File: config.mk
export PLATFORM = sky130hd
export DESIGN_NAME = mac_ctl_core
export DESIGN_NICKNAME = d
export VERILOG_FILES = /design/src/rtl/mac_ctl_pkg.sv /design/src/rtl/mac_ctl_regs.sv /design/src/rtl/mac_ctl_datapath.sv /design/src/rtl/mac_ctl_core.sv
export SDC_FILE = /design/constraint.sdc
export NUM_CORES = 1
export LEC_CHECK = 0
export BUFFER_PORTS_ARGS = -buffer_cell sky130_fd_sc_hd__buf_2
export CAP_MARGIN = 15
export CORE_UTILIZATION = 50
export DETAILED_ROUTE_END_ITERATION = 10
export GPL_TIMING_DRIVEN = 0
export PLACE_DENSITY = 0.86
export SLEW_MARGIN = 25
export SYNTH_ARGS = -nofsm -noshare
export SYNTH_HDL_FRONTEND = slang
export SYNTH_SLANG_ARGS = --single-unit
File: constraint.sdc
create_clock -name clk -period 3 [get_ports clk]
set_input_delay 0.45 -clock clk [delete_from_list [all_inputs] [get_ports clk]]
set_output_delay 0.45 -clock clk [all_outputs]
set_load 0.05 [all_outputs]
File: src/rtl/mac_ctl_pkg.sv
package mac_ctl_pkg;
  localparam int LEN_W = 16;

  // register byte offsets
  localparam int OFS_CMD    = 'h008;
  localparam int OFS_MAXLEN = 'h014;
  localparam int OFS_EVENT  = 'h040;
  localparam int OFS_PAUSE  = 'h054;
  localparam int OFS_LINK   = 'h300;

  // command register bit positions
  localparam int CMD_TXEN     = 0;
  localparam int CMD_RXEN     = 1;
  localparam int CMD_PROMISC  = 4;
  localparam int CMD_CRC      = 6;
  localparam int CMD_PAD      = 11;
  localparam int CMD_SWR      = 12;
  localparam int CMD_NOLENCHK = 17;
  localparam int CMD_RXSTOP   = 29;
  localparam logic [31:0] CMD_WR_MASK = 32'h2002_0853;

  // event register bit positions
  localparam int EVT_TXIDLE = 5;
  localparam int EVT_RXIDLE = 6;

  localparam logic [15:0] LINK_WR_MASK = 16'hF047;

  // control -> datapath strobes
  typedef struct packed {
    logic             rxEn;
    logic             rxStop;
    logic             lenChk;
    logic [LEN_W-1:0] maxLen;
    logic             flush;
  } ctl2dp_t;

  // datapath -> control conditions
  typedef struct packed {
    logic rxIdle;
    logic txIdle;
  } dp2ctl_t;
endpackage

File: src/rtl/mac_ctl_regs.sv
module mac_ctl_regs
  import mac_ctl_pkg::*;
#(
  parameter int ADDR_W     = 12,
  parameter int SWR_CYCLES = 16,
  parameter int MAXLEN_RST = 1536,
  parameter int MIN_LEN    = 64,
  parameter int MAX_LEN    = 32736,
  parameter int PAUSE_RST  = 'hF000
) (
  input  logic              clk,
  input  logic              rstN,
  input  logic              regWrEn,
  input  logic [ADDR_W-1:0] regAddr,
  input  logic [31:0]       regWrData,
  output logic [31:0]       regRdData,
  input  dp2ctl_t           dpStat,
  output ctl2dp_t           ctlOut,
  output logic              macTxEn,
  output logic              cfgPromisc,
  output logic              cfgCrcAppend,
  output logic              cfgTxPad,
  output logic [15:0]       cfgPauseQuanta,
  output logic [15:0]       cfgLinkMode,
  output logic              softResetBusy
);
  localparam int CNT_W = $clog2(SWR_CYCLES + 1);
  localparam logic [LEN_W-1:0] MAXLEN_INIT = LEN_W'(MAXLEN_RST);
  localparam logic [15:0]      PAUSE_INIT  = 16'(PAUSE_RST);

  logic [31:0]      cmdReg;
  logic [LEN_W-1:0] maxLenReg;
  logic [15:0]      pauseReg;
  logic [15:0]      linkReg;
  logic             evtRx, evtTx;
  logic [CNT_W-1:0] swrCnt;

  logic swrBusy, swrDone, wrOk;
  logic selCmd, selMax, selEvt, selPause, selLink;
  logic lenInRange;

  assign swrBusy = (swrCnt != '0);
  assign swrDone = (swrCnt == CNT_W'(1));
  assign wrOk    = regWrEn && !swrBusy;

  assign selCmd   = (regAddr == ADDR_W'(OFS_CMD));
  assign selMax   = (regAddr == ADDR_W'(OFS_MAXLEN));
  assign selEvt   = (regAddr == ADDR_W'(OFS_EVENT));
  assign selPause = (regAddr == ADDR_W'(OFS_PAUSE));
  assign selLink  = (regAddr == ADDR_W'(OFS_LINK));

  assign lenInRange = (regWrData >= 32'(MIN_LEN)) && (regWrData <= 32'(MAX_LEN));

  always_ff @(posedge clk or negedge rstN) begin
    if (!rstN) begin
      cmdReg    <= '0;
      maxLenReg <= MAXLEN_INIT;
      pauseReg  <= PAUSE_INIT;
      linkReg   <= '0;
      evtRx     <= 1'b0;
      evtTx     <= 1'b0;
      swrCnt    <= '0;
    end else begin
      if (swrBusy) swrCnt <= swrCnt - CNT_W'(1);
      if (swrDone) begin
        cmdReg    <= '0;
        maxLenReg <= MAXLEN_INIT;
        pauseReg  <= PAUSE_INIT;
        evtRx     <= 1'b0;
        evtTx     <= 1'b0;
      end else begin
        if (wrOk && selCmd) begin
          cmdReg <= regWrData & CMD_WR_MASK;
          if (regWrData[CMD_SWR]) swrCnt <= CNT_W'(SWR_CYCLES);
        end
        if (wrOk && selMax && lenInRange) maxLenReg <= regWrData[LEN_W-1:0];
        if (wrOk && selPause) pauseReg <= regWrData[15:0];
        if (wrOk && selLink) linkReg <= regWrData[15:0] & LINK_WR_MASK;
        // sticky events: set has priority over write-one-to-clear
        evtRx <= dpStat.rxIdle || (evtRx && !(wrOk && selEvt && regWrData[EVT_RXIDLE]));
        evtTx <= dpStat.txIdle || (evtTx && !(wrOk && selEvt && regWrData[EVT_TXIDLE]));
      end
    end
  end

  always_comb begin
    regRdData = '0;
    if (selCmd) begin
      regRdData          = cmdReg;
      regRdData[CMD_SWR] = swrBusy;
    end else if (selMax) begin
      regRdData[LEN_W-1:0] = maxLenReg;
    end else if (selEvt) begin
      regRdData[EVT_RXIDLE] = evtRx;
      regRdData[EVT_TXIDLE] = evtTx;
    end else if (selPause) begin
      regRdData[15:0] = pauseReg;
    end else if (selLink) begin
      regRdData[15:0] = linkReg;
    end
  end

  always_comb begin
    ctlOut.rxEn   = cmdReg[CMD_RXEN] && !swrBusy;
    ctlOut.rxStop = cmdReg[CMD_RXSTOP];
    ctlOut.lenChk = !cmdReg[CMD_NOLENCHK];
    ctlOut.maxLen = maxLenReg;
    ctlOut.flush  = swrDone;
  end

  assign macTxEn        = cmdReg[CMD_TXEN] && !swrBusy;
  assign cfgPromisc     = cmdReg[CMD_PROMISC];
  assign cfgCrcAppend   = cmdReg[CMD_CRC];
  assign cfgTxPad       = cmdReg[CMD_PAD];
  assign cfgPauseQuanta = pauseReg;
  assign cfgLinkMode    = linkReg;
  assign softResetBusy  = swrBusy;
endmodule

File: src/rtl/mac_ctl_datapath.sv
module mac_ctl_datapath
  import mac_ctl_pkg::*;
(
  input  logic             clk,
  input  logic             rstN,
  input  ctl2dp_t          ctlIn,
  input  logic             rxFrameStart,
  input  logic             rxFrameEnd,
  input  logic [LEN_W-1:0] rxFrameLen,
  input  logic             txBusy,
  input  logic             txFifoEmpty,
  output dp2ctl_t          dpStat,
  output logic             rxFrameActive,
  output logic             rxOversize
);
  logic inFrame;
  logic overErr;
  logic startOk;
  logic tooLong;

  assign startOk = rxFrameStart && ctlIn.rxEn && !ctlIn.rxStop;
  assign tooLong = ctlIn.lenChk && (rxFrameLen > ctlIn.maxLen);

  always_ff @(posedge clk or negedge rstN) begin
    if (!rstN) begin
      inFrame <= 1'b0;
      overErr <= 1'b0;
    end else if (ctlIn.flush) begin
      inFrame <= 1'b0;
      overErr <= 1'b0;
    end else begin
      overErr <= inFrame && rxFrameEnd && tooLong;
      if (inFrame) begin
        if (rxFrameEnd) inFrame <= 1'b0;
      end else if (startOk) begin
        inFrame <= 1'b1;
      end
    end
  end

  assign dpStat.rxIdle = ctlIn.rxStop && !inFrame;
  assign dpStat.txIdle = !txBusy && txFifoEmpty;
  assign rxFrameActive = inFrame;
  assign rxOversize    = overErr;
endmodule

File: src/rtl/mac_ctl_core.sv
module mac_ctl_core
  import mac_ctl_pkg::*;
#(
  parameter int ADDR_W     = 12,
  parameter int SWR_CYCLES = 16,
  parameter int MAXLEN_RST = 1536,
  parameter int MIN_LEN    = 64,
  parameter int MAX_LEN    = 32736,
  parameter int PAUSE_RST  = 'hF000
) (
  input  logic              clk,
  input  logic              rstN,
  input  logic              regWrEn,
  input  logic [ADDR_W-1:0] regAddr,
  input  logic [31:0]       regWrData,
  output logic [31:0]       regRdData,
  input  logic              rxFrameStart,
  input  logic              rxFrameEnd,
  input  logic [LEN_W-1:0]  rxFrameLen,
  input  logic              txBusy,
  input  logic              txFifoEmpty,
  output logic              macTxEn,
  output logic              macRxEn,
  output logic              rxFrameActive,
  output logic              rxOversize,
  output logic              softResetBusy,
  output logic              cfgPromisc,
  output logic              cfgCrcAppend,
  output logic              cfgTxPad,
  output logic [15:0]       cfgPauseQuanta,
  output logic [15:0]       cfgLinkMode
);
  ctl2dp_t ctlBus;
  dp2ctl_t statBus;

  mac_ctl_regs #(
    .ADDR_W(ADDR_W), .SWR_CYCLES(SWR_CYCLES), .MAXLEN_RST(MAXLEN_RST),
    .MIN_LEN(MIN_LEN), .MAX_LEN(MAX_LEN), .PAUSE_RST(PAUSE_RST)
  ) u_ctl (
    .clk(clk), .rstN(rstN),
    .regWrEn(regWrEn), .regAddr(regAddr), .regWrData(regWrData), .regRdData(regRdData),
    .dpStat(statBus), .ctlOut(ctlBus),
    .macTxEn(macTxEn), .cfgPromisc(cfgPromisc), .cfgCrcAppend(cfgCrcAppend),
    .cfgTxPad(cfgTxPad), .cfgPauseQuanta(cfgPauseQuanta), .cfgLinkMode(cfgLinkMode),
    .softResetBusy(softResetBusy)
  );

  mac_ctl_datapath u_dp (
    .clk(clk), .rstN(rstN), .ctlIn(ctlBus),
    .rxFrameStart(rxFrameStart), .rxFrameEnd(rxFrameEnd), .rxFrameLen(rxFrameLen),
    .txBusy(txBusy), .txFifoEmpty(txFifoEmpty),
    .dpStat(statBus), .rxFrameActive(rxFrameActive), .rxOversize(rxOversize)
  );

  assign macRxEn = ctlBus.rxEn;
endmodule

# Word-level counts from Yosys, hierarchy flattened
# Cells that the tools add are included.
[totals]
regBits = 81
input_bits = 67
output_inout_bits = 72
word_cells = 80
[op_classes]
n_addsub = 1
magnitude_cmp = 3
eq_ne = 6
mux = 25
bitwise_logic = 1
n_reduce_logical = 35
[op_table]
columns = ["cell", "n"]
rows = [
  ["$mux 16", 9],
  ["$mux 32", 2],
  ["$ge 32x7->1 const B", 1],
  ["$le 32x15->1 const B", 1],
  ["$mux 5", 5],
  ["$eq 12x7->1 const B", 2],
  ["$logic_and 1x1->1", 21],
  ["$gt 16x16->1", 1],
  ["$eq 12x10->1 const B", 1],
  ["$eq 12x4->1 const B", 1],
  ["$eq 12x5->1 const B", 1],
  ["$mux 9", 1],
  ["$logic_not 1->1", 7],
  ["$mux 1", 7],
  ["$reduce_bool 2->1", 3],
  ["$eq 5x1->1 const B", 1],
  ["$reduce_bool 5->1", 1],
  ["$sub 5x1->5 const B", 1],
  ["$logic_or 1x1->1", 2],
  ["$mux 2", 1],
  ["$reduce_and 2->1", 1],
  ["$not 1->1", 1],
]

# Depth between registers and ports, before layout
[logic_depth]
ltp_word = 9
mapped_depth = 10
ltp_nobuf = 7

# Modules after synthesis
# Synthesis repeated with hierarchy kept, for this count alone.
[hier_totals]
hier_cells = 392
hier_area_um2 = 3627.2
[modules_own_cells]
columns = ["mod", "n_inst", "cells_per_inst", "area_per_inst_um2", "seq_area_each_um2"]
rows = [
  ["mac_ctl_regs", 1, 327, 3128.0, 1358.8],
  ["mac_ctl_datapath", 1, 65, 499.2, 50.0],
]

# Least setup slack after synthesis
# Ideal clock, no wire load.
[synth_timing]
kind = "input -> output"
startpoint = "input regAddr[5]"
endpoint = "output regRdData[6]"
arrival_ns = 2.730
t_required_ns = 2.550
path_slack_ns = -0.180
stages = 6
n_path_buf = 1
cell_sequence = "or4_4 > nor2_1 > and4_1 > buf_2 > a221oi_1 > o21ai_0"
[synth_via]
elab_chain_len = 6
word_cells_on_any_way = 10
classes_between = "eq/ne: 5; mux: 5"
[synth_lines]
columns = ["item", "line", "text"]
rows = [
  ["start: declaration", "mac_ctl_core.sv:14", "input logic [ADDR_W-1:0] regAddr,"],
  ["$eq 12x10->1", "mac_ctl_regs.sv:50", "assign selLink = (regAddr == ADDR_W'(OFS_LINK));"],
  ["$mux 16", "mac_ctl_regs.sv:98", "end else if (selLink) begin"],
  ["$mux 16", "mac_ctl_regs.sv:96", "end else if (selPause) begin"],
  ["$mux 2", "mac_ctl_regs.sv:93", "end else if (selEvt) begin"],
  ["$mux 16", "mac_ctl_regs.sv:91", "end else if (selMax) begin"],
  ["$mux 16 (*)", "mac_ctl_regs.sv:88", "if (selCmd) begin"],
  ["end: declaration", "mac_ctl_core.sv:16", "output logic [31:0] regRdData,"],
]
# Every way passes the cells marked *; elsewhere a longest branch is shown, timed or not.

# Final worst setup path
[layout_timing]
startpoint = "input regAddr[5]"
endpoint = "output regRdData[4]"
[layout_via]
elab_chain_len = 5
word_cells_on_any_way = 8
classes_between = "eq/ne: 4; mux: 4"
[layout_lines]
columns = ["item", "line", "text"]
rows = [
  ["$eq 12x7->1", "mac_ctl_regs.sv:49", "assign selPause = (regAddr == ADDR_W'(OFS_PAUSE));"],
  ["$mux 16", "mac_ctl_regs.sv:96", ""],
  ["$mux 5", "mac_ctl_regs.sv:93", ""],
  ["$mux 16", "mac_ctl_regs.sv:91", ""],
  ["$mux 16 (*)", "mac_ctl_regs.sv:88", ""],
]
# Marks and branches as above.

==> reports/results.tsv <==
stage	metric	value	unit
status	run_status	finished, final reports clean	
synthesis	synth_xor_area_frac	0.00720	
synthesis	synth_adder_area_share	0.0652	
cts	h_tree_level_count	2	
worst_setup_path	cp.arrival	2400	ps
floorplanning	die_w	87.4	µm
sta	maxSlewHeadroom	0.462	
synthesis	yosys.area_share.simple	0.224	
cts	clock_sinks	56	
floorplanning	ios	139	
worst_setup_path	critPathMaxStageDelay	510	ps
sta	slew_viol_final	0	
drt	post_drt_wl_per_cell	16.6	µm
sta	setup_viol	0	
drt	vias_per_cell	5.56	
synthesis	synth_top_cells_by_area	sky130_fd_sc_hd__dfrtp_1, sky130_fd_sc_hd__ha_1, sky130_fd_sc_hd__nand2_1	
power_and_ir_drop	switching_fraction_of_total_power	0.337	
synthesis	syn_area	0.00365	mm²
synthesis	sequential_area_share_after_synthesis	0.386	
sta	finalCritPeriodShare	0.952	
cts	path_clk_slew	90	ps
cts	clock-root-buffer	sky130_fd_sc_hd__clkbuf_8	
final_layout	drive_gt1_frac	0.332	
sta	timing_worst_slew_pin_value	800	ps
global_routing	grt_first_pass_wirelength	16900	µm
worst_setup_path	worstSetupStartpointType	primary input	
drt	routed_wire_length	10800	µm
cts	clk_latency	320	ps
cts	ctsLongestPathBuffers	2	
power_and_ir_drop	vdd.ir_drop.worst	383	µV
cts	post-cts-setup-buffers	0	
sta	period_needed	2850	ps
power_and_ir_drop	static-leakage-power	2.34	nW
worst_setup_path	path_cells	buf_2 > nor4_1 > nand4_1 > clkbuf_1 > o21ai_0 > buf_2	
worst_setup_path	ff2ff_path_depth	9	
worst_setup_path	worst_setup_path_end_kind	primary output	
synthesis	synth_top_family_by_area	simple AND/OR/NAND/NOR gates	
synthesis	synth_top_cell_by_area	sky130_fd_sc_hd__dfrtp_1	
final_layout	number_of_antenna_diodes	0	
worst_setup_path	worst_ep_required_time	2550	ps
synthesis	synth_compound_gate_area_share	0.130	
synthesis	synth_enable_flop_cells	0	
power_and_ir_drop	power.internal	0.00120	W
global_routing	grt_use_total	0.288	
drt	routed-via-count	3631	
final_layout	finalCoreUtilization	0.656	
synthesis	synth.yosys.warnings	0	
floorplanning	floorplan.initialDensity	0.528	
global_routing	first_global_vias	3563	
drt	drt_iter0_drc	373	
place	gp_routability_congestion	0.905	
floorplanning	fp.coreArea	0.00691	mm²
worst_setup_path	timing_worst_setup_path_type	in2out	
synthesis	synthesis.instances	413	
worst_setup_path	worst-r2r-setup-slack	510	ps
min_path	timing.hold.worst.class	in2async	
flow_run	cap_violations	0	
sta	rsz0062_at_grt	false	
global_routing	grt_max_degree	57	
worst_setup_path	critical_path.most_common_cell	sky130_fd_sc_hd__buf_2	
global_routing	overflow	0	
power_and_ir_drop	power.density	400	mW/mm²
sta	skew	13.3	ps
synthesis	synth_cell_types	53	
sta	timing.setup.tns	0	ps
drt	antenna_left	0	
cts	cts_made_buffers	5	
cts	tritoncts	done	
power_and_ir_drop	power.clock.fraction	0.256	
drt	dr.pass1.iters	5	
worst_setup_path	number_of_buffer_and_inverter_stages_on_the_critical_path	3	
synthesis	synth_area_per_cell	8.83	µm²
power_and_ir_drop	share_of_power_burned_in_combinational_logic	0.277	
power_and_ir_drop	seqPwrFrac	0.468	
final_layout	finish.net_count	642	
worst_setup_path	crit-reg2reg-capture	u_ctl.maxLenReg[12]	
worst_setup_path	crit_slowest_cell	sky130_fd_sc_hd__nor4_1	
sta	final-hold-violation-count	0	
place	dp_hpwl	8310	µm
final_layout	area.growth.synth_to_final	24.2	%
worst_setup_path	cp_top_family	simple AND/OR/NAND/NOR gates	
synthesis	synth-async-reset-ratio	1.00	
worst_setup_path	cp_max_fo	10	
power_and_ir_drop	switching_power	0.000611	W
synthesis	synth-main-ff-cell	sky130_fd_sc_hd__dfrtp_1	
drt	drcViolationCount	0	
synthesis	synthMuxAreaShare	0.0772	
global_routing	antenna_found_initial	0	
worst_setup_path	worst_reg2reg_path_startpoint	u_ctl.swrCnt[0]	
sta	timing.fmax	0.350	GHz
synthesis	number_of_synthesized_register_bits	56	
place	io_buffer_count	115	
synthesis	synth_largest_type_area_fraction	0.343	
floorplanning	rows	30	
floorplanning	design.die.area	0.00764	mm²
floorplanning	y_dimension_of_the_die	87.4	µm
-- layer usage --
layer | share of wire | vias to the layer above | global-route usage
li1 | - | 1683 | -
met1 | 0.39 | 1701 | 0.367
met2 | 0.49 | 222 | 0.503
met3 | 0.093 | 25 | 0.0493
met4 | 0.023 | 0 | 0.0820
met5 | 0 | - | 0
-- placed cells by master, fill, tap and decap left out, types with 5 or more instances in the layout --
| cell type | instances |
|---|---|
| sky130_fd_sc_hd__conb_1 | 22 |
| sky130_fd_sc_hd__mux2i_1 | 18 |
| sky130_fd_sc_hd__nand2_1 | 53 |
| sky130_fd_sc_hd__nor3_1 | 8 |
| sky130_fd_sc_hd__nand3_1 | 26 |
| sky130_fd_sc_hd__buf_2 | 117 |
| sky130_fd_sc_hd__ha_1 | 19 |
| sky130_fd_sc_hd__nor2_1 | 27 |
| sky130_fd_sc_hd__mux2_2 | 9 |
| sky130_fd_sc_hd__nor4_1 | 6 |
| sky130_fd_sc_hd__and2_1 | 5 |
| sky130_fd_sc_hd__buf_4 | 26 |
| sky130_fd_sc_hd__o21ai_0 | 28 |
| sky130_fd_sc_hd__dfrtp_1 | 50 |
| sky130_fd_sc_hd__clkbuf_8 | 8 |
| sky130_fd_sc_hd__a21oi_1 | 37 |
| sky130_fd_sc_hd__dfstp_2 | 6 |
| sky130_fd_sc_hd__inv_1 | 24 |
| sky130_fd_sc_hd__clkbuf_1 | 5 |
-- kinds of logic after synthesis --
kind of cell / Yosys count
AOI/OAI and AO/OA: 83
muxes: 27
adders and majority gates: 19
other: 1
xor gates and xnor gates: 3
buffers and inverters: 65
and+or+nand+nor: 159
DFF: 56
-- layout make-up --
cell class | count | area [µm²]
plain buffers | 41 | 310
multi-input cells | 313 | 1920
clock buffers | 8 | 100
inverters | 24 | 90.1
repair buffers | 115 | 578
flip-flops and latches | 56 | 1410
fillers | 619 | 2370
well taps | 96 | 120
-- worst register-to-register path: stages, from the launching register on --
cell and delay [ps]:
sky130_fd_sc_hd__dfrtp_1 410, sky130_fd_sc_hd__inv_1 120, sky130_fd_sc_hd__ha_1 190, sky130_fd_sc_hd__nor4b_4 460, sky130_fd_sc_hd__and2_1 230, sky130_fd_sc_hd__buf_6 140
sky130_fd_sc_hd__o2111ai_1 200, sky130_fd_sc_hd__clkbuf_2 280, sky130_fd_sc_hd__o21ai_0 230, sky130_fd_sc_hd__a21oi_1 90
-- power by group through the flow --
| stage | combinational (W) | clock, W | sequential (W) |
|---|---|---|---|
| floorplan | 0.000349 | 0 | 0.000855 |
| global placement | 0.000481 | 0 | 0.000859 |
| finish | 0.000501 | 0.000464 | 0.000847 |
| global route | 0.000558 | 0.000490 | 0.000854 |
| detailed placement | 0.000496 | 0 | 0.000861 |
| CTS | 0.000498 | 0.000459 | 0.000847 |
-- sequential cells by signal (all words and copies together) (netlist names), 5 cells and up --
signal,flops
u_ctl.cfgPauseQuanta,16
u_ctl.cmdReg,7
u_ctl.swrCnt,5
u_ctl.cfgLinkMode,8
u_ctl.maxLenReg,16
-- repair_timing --
action | in CTS | in global routing
hold buffers | 0 | 0
endpoints found under the setup margin | 0 | 3
gates resized for setup | 0 | 3
-- per-stage QoR --
stage                     instances  hold slack, ps  power (W)  area (µm²)  setup slack (ps)
after global routing            653             238    0.00190        4530              44.4
after floorplan                 434             154    0.00120        3730               144
final                           653             184    0.00181        4530               145
after detailed placement        645             487    0.00136        4430               166
after CTS                       653             217    0.00180        4530               152
after global placement          645             480    0.00134        4420               199
-- worst max-delay path by stage --
stage,end,depth (start not counted),from
after global placement,regRdData[12],8,regAddr[5]
after floorplan,regRdData[0],6,regAddr[5]
after detailed placement,regRdData[1],8,regAddr[1]
after CTS,regRdData[12],8,regAddr[1]
final,regRdData[4],6,regAddr[5]
after global routing,regRdData[4],6,regAddr[5]
-- synthesized netlist by cell type, types with 2 or more instances --
| master | number |
|---|---|
| sky130_fd_sc_hd__nor4_1 | 6 |
| sky130_fd_sc_hd__or4_1 | 4 |
| sky130_fd_sc_hd__mux2_2 | 9 |
| sky130_fd_sc_hd__a21o_1 | 2 |
| sky130_fd_sc_hd__nor3_1 | 8 |
| sky130_fd_sc_hd__buf_4 | 25 |
| sky130_fd_sc_hd__o21ai_0 | 29 |
| sky130_fd_sc_hd__o211ai_1 | 2 |
| sky130_fd_sc_hd__nor2_1 | 27 |
| sky130_fd_sc_hd__xnor2_1 | 3 |
| sky130_fd_sc_hd__a221oi_1 | 4 |
| sky130_fd_sc_hd__and2_1 | 5 |
| sky130_fd_sc_hd__mux2i_1 | 18 |
| sky130_fd_sc_hd__and3_1 | 3 |
| sky130_fd_sc_hd__and4_1 | 4 |
| sky130_fd_sc_hd__nand3_1 | 26 |
| sky130_fd_sc_hd__a21oi_1 | 37 |
| sky130_fd_sc_hd__inv_1 | 24 |
| sky130_fd_sc_hd__nand4_1 | 4 |
| sky130_fd_sc_hd__nand2b_1 | 4 |
| sky130_fd_sc_hd__dfstp_2 | 6 |
| sky130_fd_sc_hd__nand2_1 | 53 |
| sky130_fd_sc_hd__buf_6 | 4 |
| sky130_fd_sc_hd__buf_2 | 3 |
| sky130_fd_sc_hd__ha_1 | 19 |
| sky130_fd_sc_hd__dfrtp_1 | 50 |
| sky130_fd_sc_hd__a31oi_1 | 2 |
| sky130_fd_sc_hd__and2_2 | 3 |
| sky130_fd_sc_hd__clkbuf_1 | 5 |
No activity file was read; power rests on OpenSTA's default activity.
